### src/rtl/key_rst_pkg.sv
// Shared constants for the keyed reset controller: register offsets,
// bit positions and the unlock key. Assumes a 4-bit byte-offset bus.
package key_rst_pkg;
    localparam int ADDR_W = 4;
    localparam int DATA_W = 32;
    localparam int LEN_W  = 4;

    localparam logic [7:0]        UNLOCK_KEY = 8'hA5;
    localparam logic [ADDR_W-1:0] OFS_CTRL   = 4'h0;
    localparam logic [ADDR_W-1:0] OFS_MODE   = 4'h4;
    localparam logic [ADDR_W-1:0] OFS_STAT   = 4'h8;

    localparam int CTRL_PROC_BIT   = 0;
    localparam int CTRL_PERIPH_BIT = 2;
    localparam int CTRL_EXT_BIT    = 3;
    localparam int MODE_UEN_BIT    = 0;
    localparam int MODE_IEN_BIT    = 4;
    localparam int MODE_LEN_LSB    = 8;
    localparam int STAT_FLAG_BIT   = 0;
    localparam int STAT_LVL_BIT    = 16;
    localparam int STAT_BUSY_BIT   = 17;

    typedef struct packed {
        logic [LEN_W-1:0] len;
        logic             irq_en;
        logic             usr_en;
    } mode_t;
endpackage

### src/rtl/krc_regs.sv
// Register decode for the keyed reset controller. Holds the mode register,
// turns keyed control writes into one-cycle command strobes (dropped while
// busy), flags status reads and registers the read data.
// Assumes bus strobes are single-cycle and synchronous to clk.
module krc_regs
    import key_rst_pkg::*;
(
    input  logic              clk,
    input  logic              rst_n,
    input  logic [ADDR_W-1:0] addr,
    input  logic              wr,
    input  logic [DATA_W-1:0] wdata,
    input  logic              rd,
    input  logic              busy,
    input  logic              flag,
    input  logic              pin_lvl,
    output logic [DATA_W-1:0] rdata,
    output mode_t             mode,
    output logic              cmd_proc,
    output logic              cmd_periph,
    output logic              cmd_ext,
    output logic              stat_rd
);
    logic        key_ok;
    logic        ctrl_go;
    logic        mode_go;
    mode_t       mode_q;
    logic [DATA_W-1:0] rd_val;
    logic        unused_wdata;

    assign key_ok  = (wdata[DATA_W-1:DATA_W-8] == UNLOCK_KEY);
    assign ctrl_go = wr && (addr == OFS_CTRL) && key_ok && !busy;
    assign mode_go = wr && (addr == OFS_MODE) && key_ok;
    assign stat_rd = rd && (addr == OFS_STAT);

    assign cmd_proc   = ctrl_go && wdata[CTRL_PROC_BIT];
    assign cmd_periph = ctrl_go && wdata[CTRL_PERIPH_BIT];
    assign cmd_ext    = ctrl_go && wdata[CTRL_EXT_BIT];
    assign mode       = mode_q;

    assign unused_wdata = ^{wdata[23:12], wdata[7:5], wdata[3:1]};

    // Mode register: updated only by a keyed write.
    always_ff @(posedge clk) begin
        if (!rst_n) begin
            mode_q <= '0;
        end else if (mode_go) begin
            mode_q.usr_en <= wdata[MODE_UEN_BIT];
            mode_q.irq_en <= wdata[MODE_IEN_BIT];
            mode_q.len    <= wdata[MODE_LEN_LSB +: LEN_W];
        end
    end

    // Read mux: assemble the addressed register image.
    always_comb begin
        rd_val = '0;
        case (addr)
            OFS_MODE: begin
                rd_val[MODE_UEN_BIT]               = mode_q.usr_en;
                rd_val[MODE_IEN_BIT]               = mode_q.irq_en;
                rd_val[MODE_LEN_LSB +: LEN_W]      = mode_q.len;
            end
            OFS_STAT: begin
                rd_val[STAT_FLAG_BIT] = flag;
                rd_val[STAT_LVL_BIT]  = pin_lvl;
                rd_val[STAT_BUSY_BIT] = busy;
            end
            default: rd_val = '0;
        endcase
    end

    // Read data register: captured on a read strobe, held otherwise.
    always_ff @(posedge clk) begin
        if (!rst_n)  rdata <= '0;
        else if (rd) rdata <= rd_val;
    end

    // the mode register keeps its value across any unkeyed or non-mode write
    p_mode_keyed_r1: assert property (@(posedge clk) disable iff (!rst_n)
        !(wr && (addr == OFS_MODE) && key_ok) |=> $stable(mode_q));
endmodule

### src/rtl/krc_pulse.sv
// Down-counting pulse timer paced by the slow-clock strobe. A start while idle
// loads the length; the output stays high until that many strobes have been
// seen. Assumes load is non-zero whenever start is raised.
module krc_pulse #(
    parameter int CNT_W = 17
) (
    input  logic             clk,
    input  logic             rst_n,
    input  logic             tick,
    input  logic             start,
    input  logic [CNT_W-1:0] load,
    output logic             active
);
    logic [CNT_W-1:0] cnt_q;

    assign active = |cnt_q;

    // Counter: load on start when idle, count strobes down to zero.
    always_ff @(posedge clk) begin
        if (!rst_n)                    cnt_q <= '0;
        else if (start && !active)     cnt_q <= load;
        else if (tick && active)       cnt_q <= cnt_q - 1'b1;
    end

    // a start on an idle timer loads the requested length
    p_load_r3: assert property (@(posedge clk) disable iff (!rst_n)
        (start && cnt_q == '0) |=> (cnt_q == $past(load)));

    // a running pulse only moves on a slow-clock strobe
    p_hold_r3: assert property (@(posedge clk) disable iff (!rst_n)
        (cnt_q != '0 && !tick) |=> $stable(cnt_q));
endmodule

### src/rtl/krc_pin_mon.sv
// External line monitor: two-flop synchroniser, falling-edge detect masked
// while (and shortly after) the block drives the line itself, and the sticky
// user-reset flag cleared by a status read. Assumes the line idles high.
module krc_pin_mon #(
    parameter int SYNC_STAGES = 2
) (
    input  logic clk,
    input  logic rst_n,
    input  logic pin_in,
    input  logic own_drive,
    input  logic clr,
    output logic lvl,
    output logic fall_seen,
    output logic flag
);
    localparam int GUARD = SYNC_STAGES + 1;

    logic [SYNC_STAGES-1:0] sync_q;
    logic                   prev_q;
    logic [GUARD-1:0]       drv_hist;
    logic                   masked;

    assign lvl       = sync_q[SYNC_STAGES-1];
    assign masked    = own_drive || (|drv_hist);
    assign fall_seen = prev_q && !lvl && !masked;

    // Synchroniser chain plus one stage of history for edge detection.
    always_ff @(posedge clk) begin
        if (!rst_n) begin
            sync_q <= '1;
            prev_q <= 1'b1;
        end else begin
            sync_q <= {sync_q[SYNC_STAGES-2:0], pin_in};
            prev_q <= lvl;
        end
    end

    // Drive history: covers the synchroniser latency after own drive ends.
    always_ff @(posedge clk) begin
        if (!rst_n) drv_hist <= '0;
        else        drv_hist <= {drv_hist[GUARD-2:0], own_drive};
    end

    // Sticky flag: a new edge wins over a clearing read in the same cycle.
    always_ff @(posedge clk) begin
        if (!rst_n)         flag <= 1'b0;
        else if (fall_seen) flag <= 1'b1;
        else if (clr)       flag <= 1'b0;
    end

    // a foreign falling edge sets the flag
    p_flag_set_r8: assert property (@(posedge clk) disable iff (!rst_n)
        fall_seen |=> flag);

    // a status read with no new edge clears the flag
    p_flag_clr_r8: assert property (@(posedge clk) disable iff (!rst_n)
        (clr && !fall_seen) |=> !flag);
endmodule

### src/rtl/key_reset_ctrl.sv
// Keyed reset controller top: register decode, three pulse timers (processor,
// peripheral, external line) and the line monitor. Assumes slow_tick is a
// one-cycle strobe in the clk domain, with at least one idle cycle between strobes.
module key_reset_ctrl
    import key_rst_pkg::*;
#(
    parameter int SYS_TICKS = 3
) (
    input  logic              clk,
    input  logic              rst_n,
    input  logic              slow_tick,
    input  logic [ADDR_W-1:0] bus_addr,
    input  logic              bus_wr,
    input  logic [DATA_W-1:0] bus_wdata,
    input  logic              bus_rd,
    output logic [DATA_W-1:0] bus_rdata,
    input  logic              pin_in,
    output logic              pin_drive_low,
    output logic              proc_rst,
    output logic              periph_rst,
    output logic              irq
);
    localparam int CNT_W = (1 << LEN_W) + 1;

    mode_t            mode;
    logic             cmd_proc, cmd_periph, cmd_ext, stat_rd;
    logic             busy, flag, pin_lvl, fall_seen, usr_trig;
    logic             proc_act, periph_act, ext_act;
    logic [CNT_W-1:0] ext_load;
    logic [CNT_W-1:0] sys_load;

    assign busy     = proc_act || periph_act || ext_act;
    assign usr_trig = fall_seen && mode.usr_en && !proc_act;
    assign ext_load = {{(CNT_W-1){1'b0}}, 1'b1} << ({28'd0, mode.len} + 32'd1);
    assign sys_load = CNT_W'(SYS_TICKS);

    assign pin_drive_low = ext_act;
    assign proc_rst      = proc_act;
    assign periph_rst    = periph_act;
    assign irq           = flag && mode.irq_en;

    krc_regs u_regs (
        .clk        (clk),
        .rst_n      (rst_n),
        .addr       (bus_addr),
        .wr         (bus_wr),
        .wdata      (bus_wdata),
        .rd         (bus_rd),
        .busy       (busy),
        .flag       (flag),
        .pin_lvl    (pin_lvl),
        .rdata      (bus_rdata),
        .mode       (mode),
        .cmd_proc   (cmd_proc),
        .cmd_periph (cmd_periph),
        .cmd_ext    (cmd_ext),
        .stat_rd    (stat_rd)
    );

    krc_pulse #(.CNT_W(CNT_W)) u_proc (
        .clk(clk), .rst_n(rst_n), .tick(slow_tick),
        .start(cmd_proc || usr_trig), .load(sys_load), .active(proc_act)
    );

    krc_pulse #(.CNT_W(CNT_W)) u_periph (
        .clk(clk), .rst_n(rst_n), .tick(slow_tick),
        .start(cmd_periph), .load(sys_load), .active(periph_act)
    );

    krc_pulse #(.CNT_W(CNT_W)) u_ext (
        .clk(clk), .rst_n(rst_n), .tick(slow_tick),
        .start(cmd_ext), .load(ext_load), .active(ext_act)
    );

    krc_pin_mon #(.SYNC_STAGES(2)) u_mon (
        .clk       (clk),
        .rst_n     (rst_n),
        .pin_in    (pin_in),
        .own_drive (ext_act),
        .clr       (stat_rd),
        .lvl       (pin_lvl),
        .fall_seen (fall_seen),
        .flag      (flag)
    );

    // while busy, an idle processor timer can only be started by a user reset
    p_busy_gate_r6: assert property (@(posedge clk) disable iff (!rst_n)
        (busy && !proc_act && !usr_trig) |=> !proc_act);

    // with user reset disabled, a line edge never starts the processor timer
    p_usr_off_r10: assert property (@(posedge clk) disable iff (!rst_n)
        (!mode.usr_en && !proc_act && !cmd_proc) |=> !proc_act);
endmodule

### config.mk
export PLATFORM = sky130hd
export DESIGN_NAME = key_reset_ctrl
export DESIGN_NICKNAME = d
export VERILOG_FILES = /design/src/rtl/key_rst_pkg.sv /design/src/rtl/krc_regs.sv /design/src/rtl/krc_pulse.sv /design/src/rtl/krc_pin_mon.sv /design/src/rtl/key_reset_ctrl.sv
export SDC_FILE = /design/constraint.sdc
export NUM_CORES = 1
export LEC_CHECK = 0
export ABC_AREA = 1
export ABC_CLOCK_PERIOD_IN_PS = 3000
export BUFFER_PORTS_ARGS = -buffer_cell sky130_fd_sc_hd__buf_2
export CORE_MARGIN = 2
export CORE_UTILIZATION = 40
export DETAILED_ROUTE_END_ITERATION = 6
export PLACE_DENSITY = 0.64
export SLEW_MARGIN = 20
export SYNTH_ARGS = -nofsm -noshare
export SYNTH_HDL_FRONTEND = slang
export SYNTH_SLANG_ARGS = --single-unit
### constraint.sdc
create_clock -name clk -period 3 [get_ports clk]
set_input_delay 0.45 -clock clk [delete_from_list [all_inputs] [get_ports clk]]
set_output_delay 0.45 -clock clk [all_outputs]
set_load 0.01 [all_outputs]
==> summary.txt <==
GRT
  • Initial antenna violation count: 0
  • Vias in the first global route: a little over 4,000
  • Overflow left after global routing: 0
  • Pin count of the biggest net entering global routing: 33
  • First-pass GRT wire length: 18,000 um
  • Overall global routing resource usage: 0.1727

Detailed routing
  • Total detailed-routing wirelength: 10,530 um
  • DRC marker count from the first detailed-route iteration: 214
  • Drt wl/cell: around 12 um
  • Vias per Instance: around 4.8
  • Vias after detailed routing: 4,298
  • Router iterations before antenna repair: 5
  • DRT antenna net count: 0
  • Number of design rule violations left after detail routing: 0

Outcome
  • Status: finished clean

Hold path
  • Destination of the worst hold path: u_mon.sync_q[0]
  • Number of cells traversed by the worst hold path: 2
  • Path category of the worst min-delay check: input port to flop
  • Hold Path Origin: pin_in

Layout
  • Area delta synth->final: 10.74%
  • Most frequent standard cell in the layout excluding fill and tap cells: nand2_1
  • Final Core Density: 0.4514
  • Antenna diode count: 0
  • Fraction of layout instances using a drive strength above 1: 0.1215
  • Finished Layout Cells: 892
  • Total number of nets in the final design: 792
  • Commonest cells after routing, fill and taps aside: 165 x nand2_1, 107 x nor2_1, 93 x inv_1, 72 x dfxtp_1, 50 x nand3_1

Clock tree
  • Post-CTS Setup Inserts: 0
  • Clock root cell: clkbuf_16
  • CTS resizes: 0
  • CTS tree: built
  • Hold buffer count at CTS: 0
  • Clock transition time at the flip-flop clock pins of the worst setup and hold paths: around 60 ps
  • Clock insertion delay at the later pin of the skew report: 340 ps
  • Clock tree buffer depth: 2
  • Clock sink count: 72
  • Number of buffers created by CTS: 9
  • Total number of H-tree levels: 3

Setup path
  • Maximum net fanout on the critical path: 28
  • Data required time at the worst endpoint: 3280 ps
  • Cell depth of the worst flop-to-flop path: 15
  • Crit Path Class: flop to flop
  • CP endpoint kind: flop
  • Category of the worst setup path launch point: flop
  • Critical register-to-register path startpoint: u_ext.cnt_q[0]
  • Slack of the worst reg-to-reg path: about 770 ps
  • Critical register-to-register path endpoint: u_ext.cnt_q[6]
  • WP data arrival: between 2000 and 3000 ps

Pwr
  • Comb pwr share: 0.484
  • Total power density per cell area: a little under 1000 mW/mm2
  • Leakage power: 0.002567 uW
  • Share of power burned in registers: 0.277
  • Worst VDD drop: 0.4169 mV
  • Net load switching power: 2161 uW
  • Int Pwr: ~2800 uW
  • Clock group share of total power: 0.238
  • Net switching fraction of the power: 0.4362

Timing
  • Final setup skew: approximately 5.8 ps
  • Tcrit/Tclk final: 0.7428
  • Number of hold-slack violations in the final timing report: 0
  • Hold WS: 296.8 ps
  • Maximum operating frequency: 448.8 MHz
  • Final setup violation count: 0
  • Final period demand of the worst path: 2228 ps
  • Unrepaired setup endpoints after global routing: false
  • Slew at the pin closest to its max-slew limit: around 630 ps
  • Headroom to the max-slew limit: 0.5833
  • Number of max-slew violations in the final report: 0
  • Final TNS setup: 0 ps

Floorplan
  • Top Ports: 78
  • Die height: 111.4 um
  • Number of placement rows: 39
  • Total core area: 0.01132 mm2
  • Die Span X: 111.4 um
  • Starting Density: 0.4076
  • Die area: between 0.01 and 0.015 mm2

Job
  • MaxCap Viol Count: 0

Logic synthesis
  • Mapped Area: approximately 0.0046 mm2
  • Post-synthesis sequential element count: 72
  • Number of cells produced by synthesis: between 700 and 800
  • Portion of the post-synthesis area used by sequential elements: 0.3124
  • Unique cell type count in the Yosys netlist: 37
  • Mean Syn Cell Area: 6.463 um2
  • Ys Warns: 0

Placed design
  • I/O Buffers: 37
  • HPWL reported at the end of detailed placement: 7671 um
  • Placed insts: roughly 900
  • Routability cong.: between 0.8 and 0.9
[worst max-delay path, cell delays in order, from the launching register on]
cell and delay [ps]:
dfxtp_1 340, inv_1 120, ha_1 200, inv_1 50, nor2_1 120, nand2_1 80
nor2_2 130, nand2_4 100, nor2_8 140, nand4_4 150, buf_4 290, inv_1 130
nand2_1 90, nand3_1 100, nand2_1 50, inv_1 70
[synth_stat cells]
cell        n  area, um2
buf_4      27      202.7
xor2_1     27      236.5
nor3_1     17      85.08
o31ai_1     2      15.01
o21ai_2     1      8.760
nor4_1      2      12.51
nor2_8      1      20.02
inv_1      93      349.1
nand2_4     4      45.04
o21bai_2    1      11.26
nor2_4      4      45.04
or2_2       6      37.54
a31oi_1     1      6.260
nand2_1   165      619.3
buf_6       4      45.04
nand4_4     1      21.27
buf_2       4      20.02
nand4_1    10      62.56
clkinv_1    1      3.750
conb_1      1      3.750
ha_1        6      75.07
inv_2       2      7.510
a21oi_2     1      8.760
o21ai_0    18      90.09
mux2_2      1      11.26
nor2_1    107      401.6
nand3b_1    6      45.04
xnor2_1     6      52.55
nor3b_1     1      7.510
dfxtp_1    72       1441
a21oi_1    44      220.2
clkbuf_1    8      30.03
nand2_2     1      6.260
nor2_2     13      81.33
o21ai_1     5      25.02
mux2i_1     1      10.01
nand3_1    50      250.2
[state kept, by name, indices dropped and copies added, names as in the netlist]
name,count
u_proc.cnt_q,17
u_regs.rdata,8
u_regs.mode,6
u_mon.prev_q,1
u_mon.drv_hist,3
u_ext.cnt_q,17
u_mon.sync_q,2
u_mon.flag,1
u_periph.cnt_q,17
[layout make-up]
| cell class | instances | area [um2] |
|---|---|---|
| tap | 143 | 178.9 |
| sequential | 72 | 1441 |
| timing repair buffer | 39 | 200.2 |
| clock buffer | 9 | 225.2 |
| multi-input combinational | 526 | 2601 |
| fill | 1181 | 6211 |
| clock inverter | 7 | 102.6 |
| inverter | 96 | 360.3 |
[routing by layer]
layer  wire (um)  part of all wire  track usage
met5           0                 0            0
met3         539             0.051      0.03484
met2        4963              0.47       0.3004
met4         148             0.014      0.06584
met1        4876              0.46       0.2110
[power by group through the flow]
stage	Sequential [uW]	Clock [uW]	Combinational (uW)
after global placement	1390	0	2320
after CTS	1370	1210	2390
after floorplan	1350	0	2000
after global routing	1410	1240	2760
after detailed placement	1390	0	2370
final	1370	1180	2400
[worst max path at each step]
stage / startpoint / end / slack (ps) / depth (start not counted)
floorplan: u_ext.cnt_q[0] / u_proc.cnt_q[7] / 1250 / 14
global placement: bus_wdata[30] / u_ext.cnt_q[6] / 850 / 13
detailed placement: u_ext.cnt_q[0] / u_ext.cnt_q[6] / 820 / 15
CTS: u_ext.cnt_q[0] / pin_drive_low / 790 / 8
global route: u_periph.cnt_q[0] / u_periph.cnt_q[9] / 520 / 10
finish: u_ext.cnt_q[0] / u_ext.cnt_q[6] / 770 / 15
[metrics by stage]
| stage | total power, uW | instance area, um2 | setup WS, ps |
|---|---|---|---|
| floorplan | 3345 | 4701 | 1254 |
| global placement | 3707 | 4782 | 849.6 |
| detailed placement | 3761 | 4782 | 815.9 |
| CTS | 4972 | 5110 | 786.9 |
| global route | 5402 | 5110 | 517.8 |
| finish | 4953 | 5110 | 771.7 |
[logic make-up after synthesis]
family / count (synthesis) / share of synthesized area
buffers and inverters: 139 / 0.1426
multiplexers: 2 / 0.004609
adder cells (fa/ha/maj): 6 / 0.01627
AO/OA/AOI/OAI: 73 / 0.08351
other: 1 / 0.0008127
XOR/XNOR: 33 / 0.06264
AND/OR/NAND/NOR: 388 / 0.3772
flip-flops: 72 / 0.3124
Power figures use the tool's default switching activity.
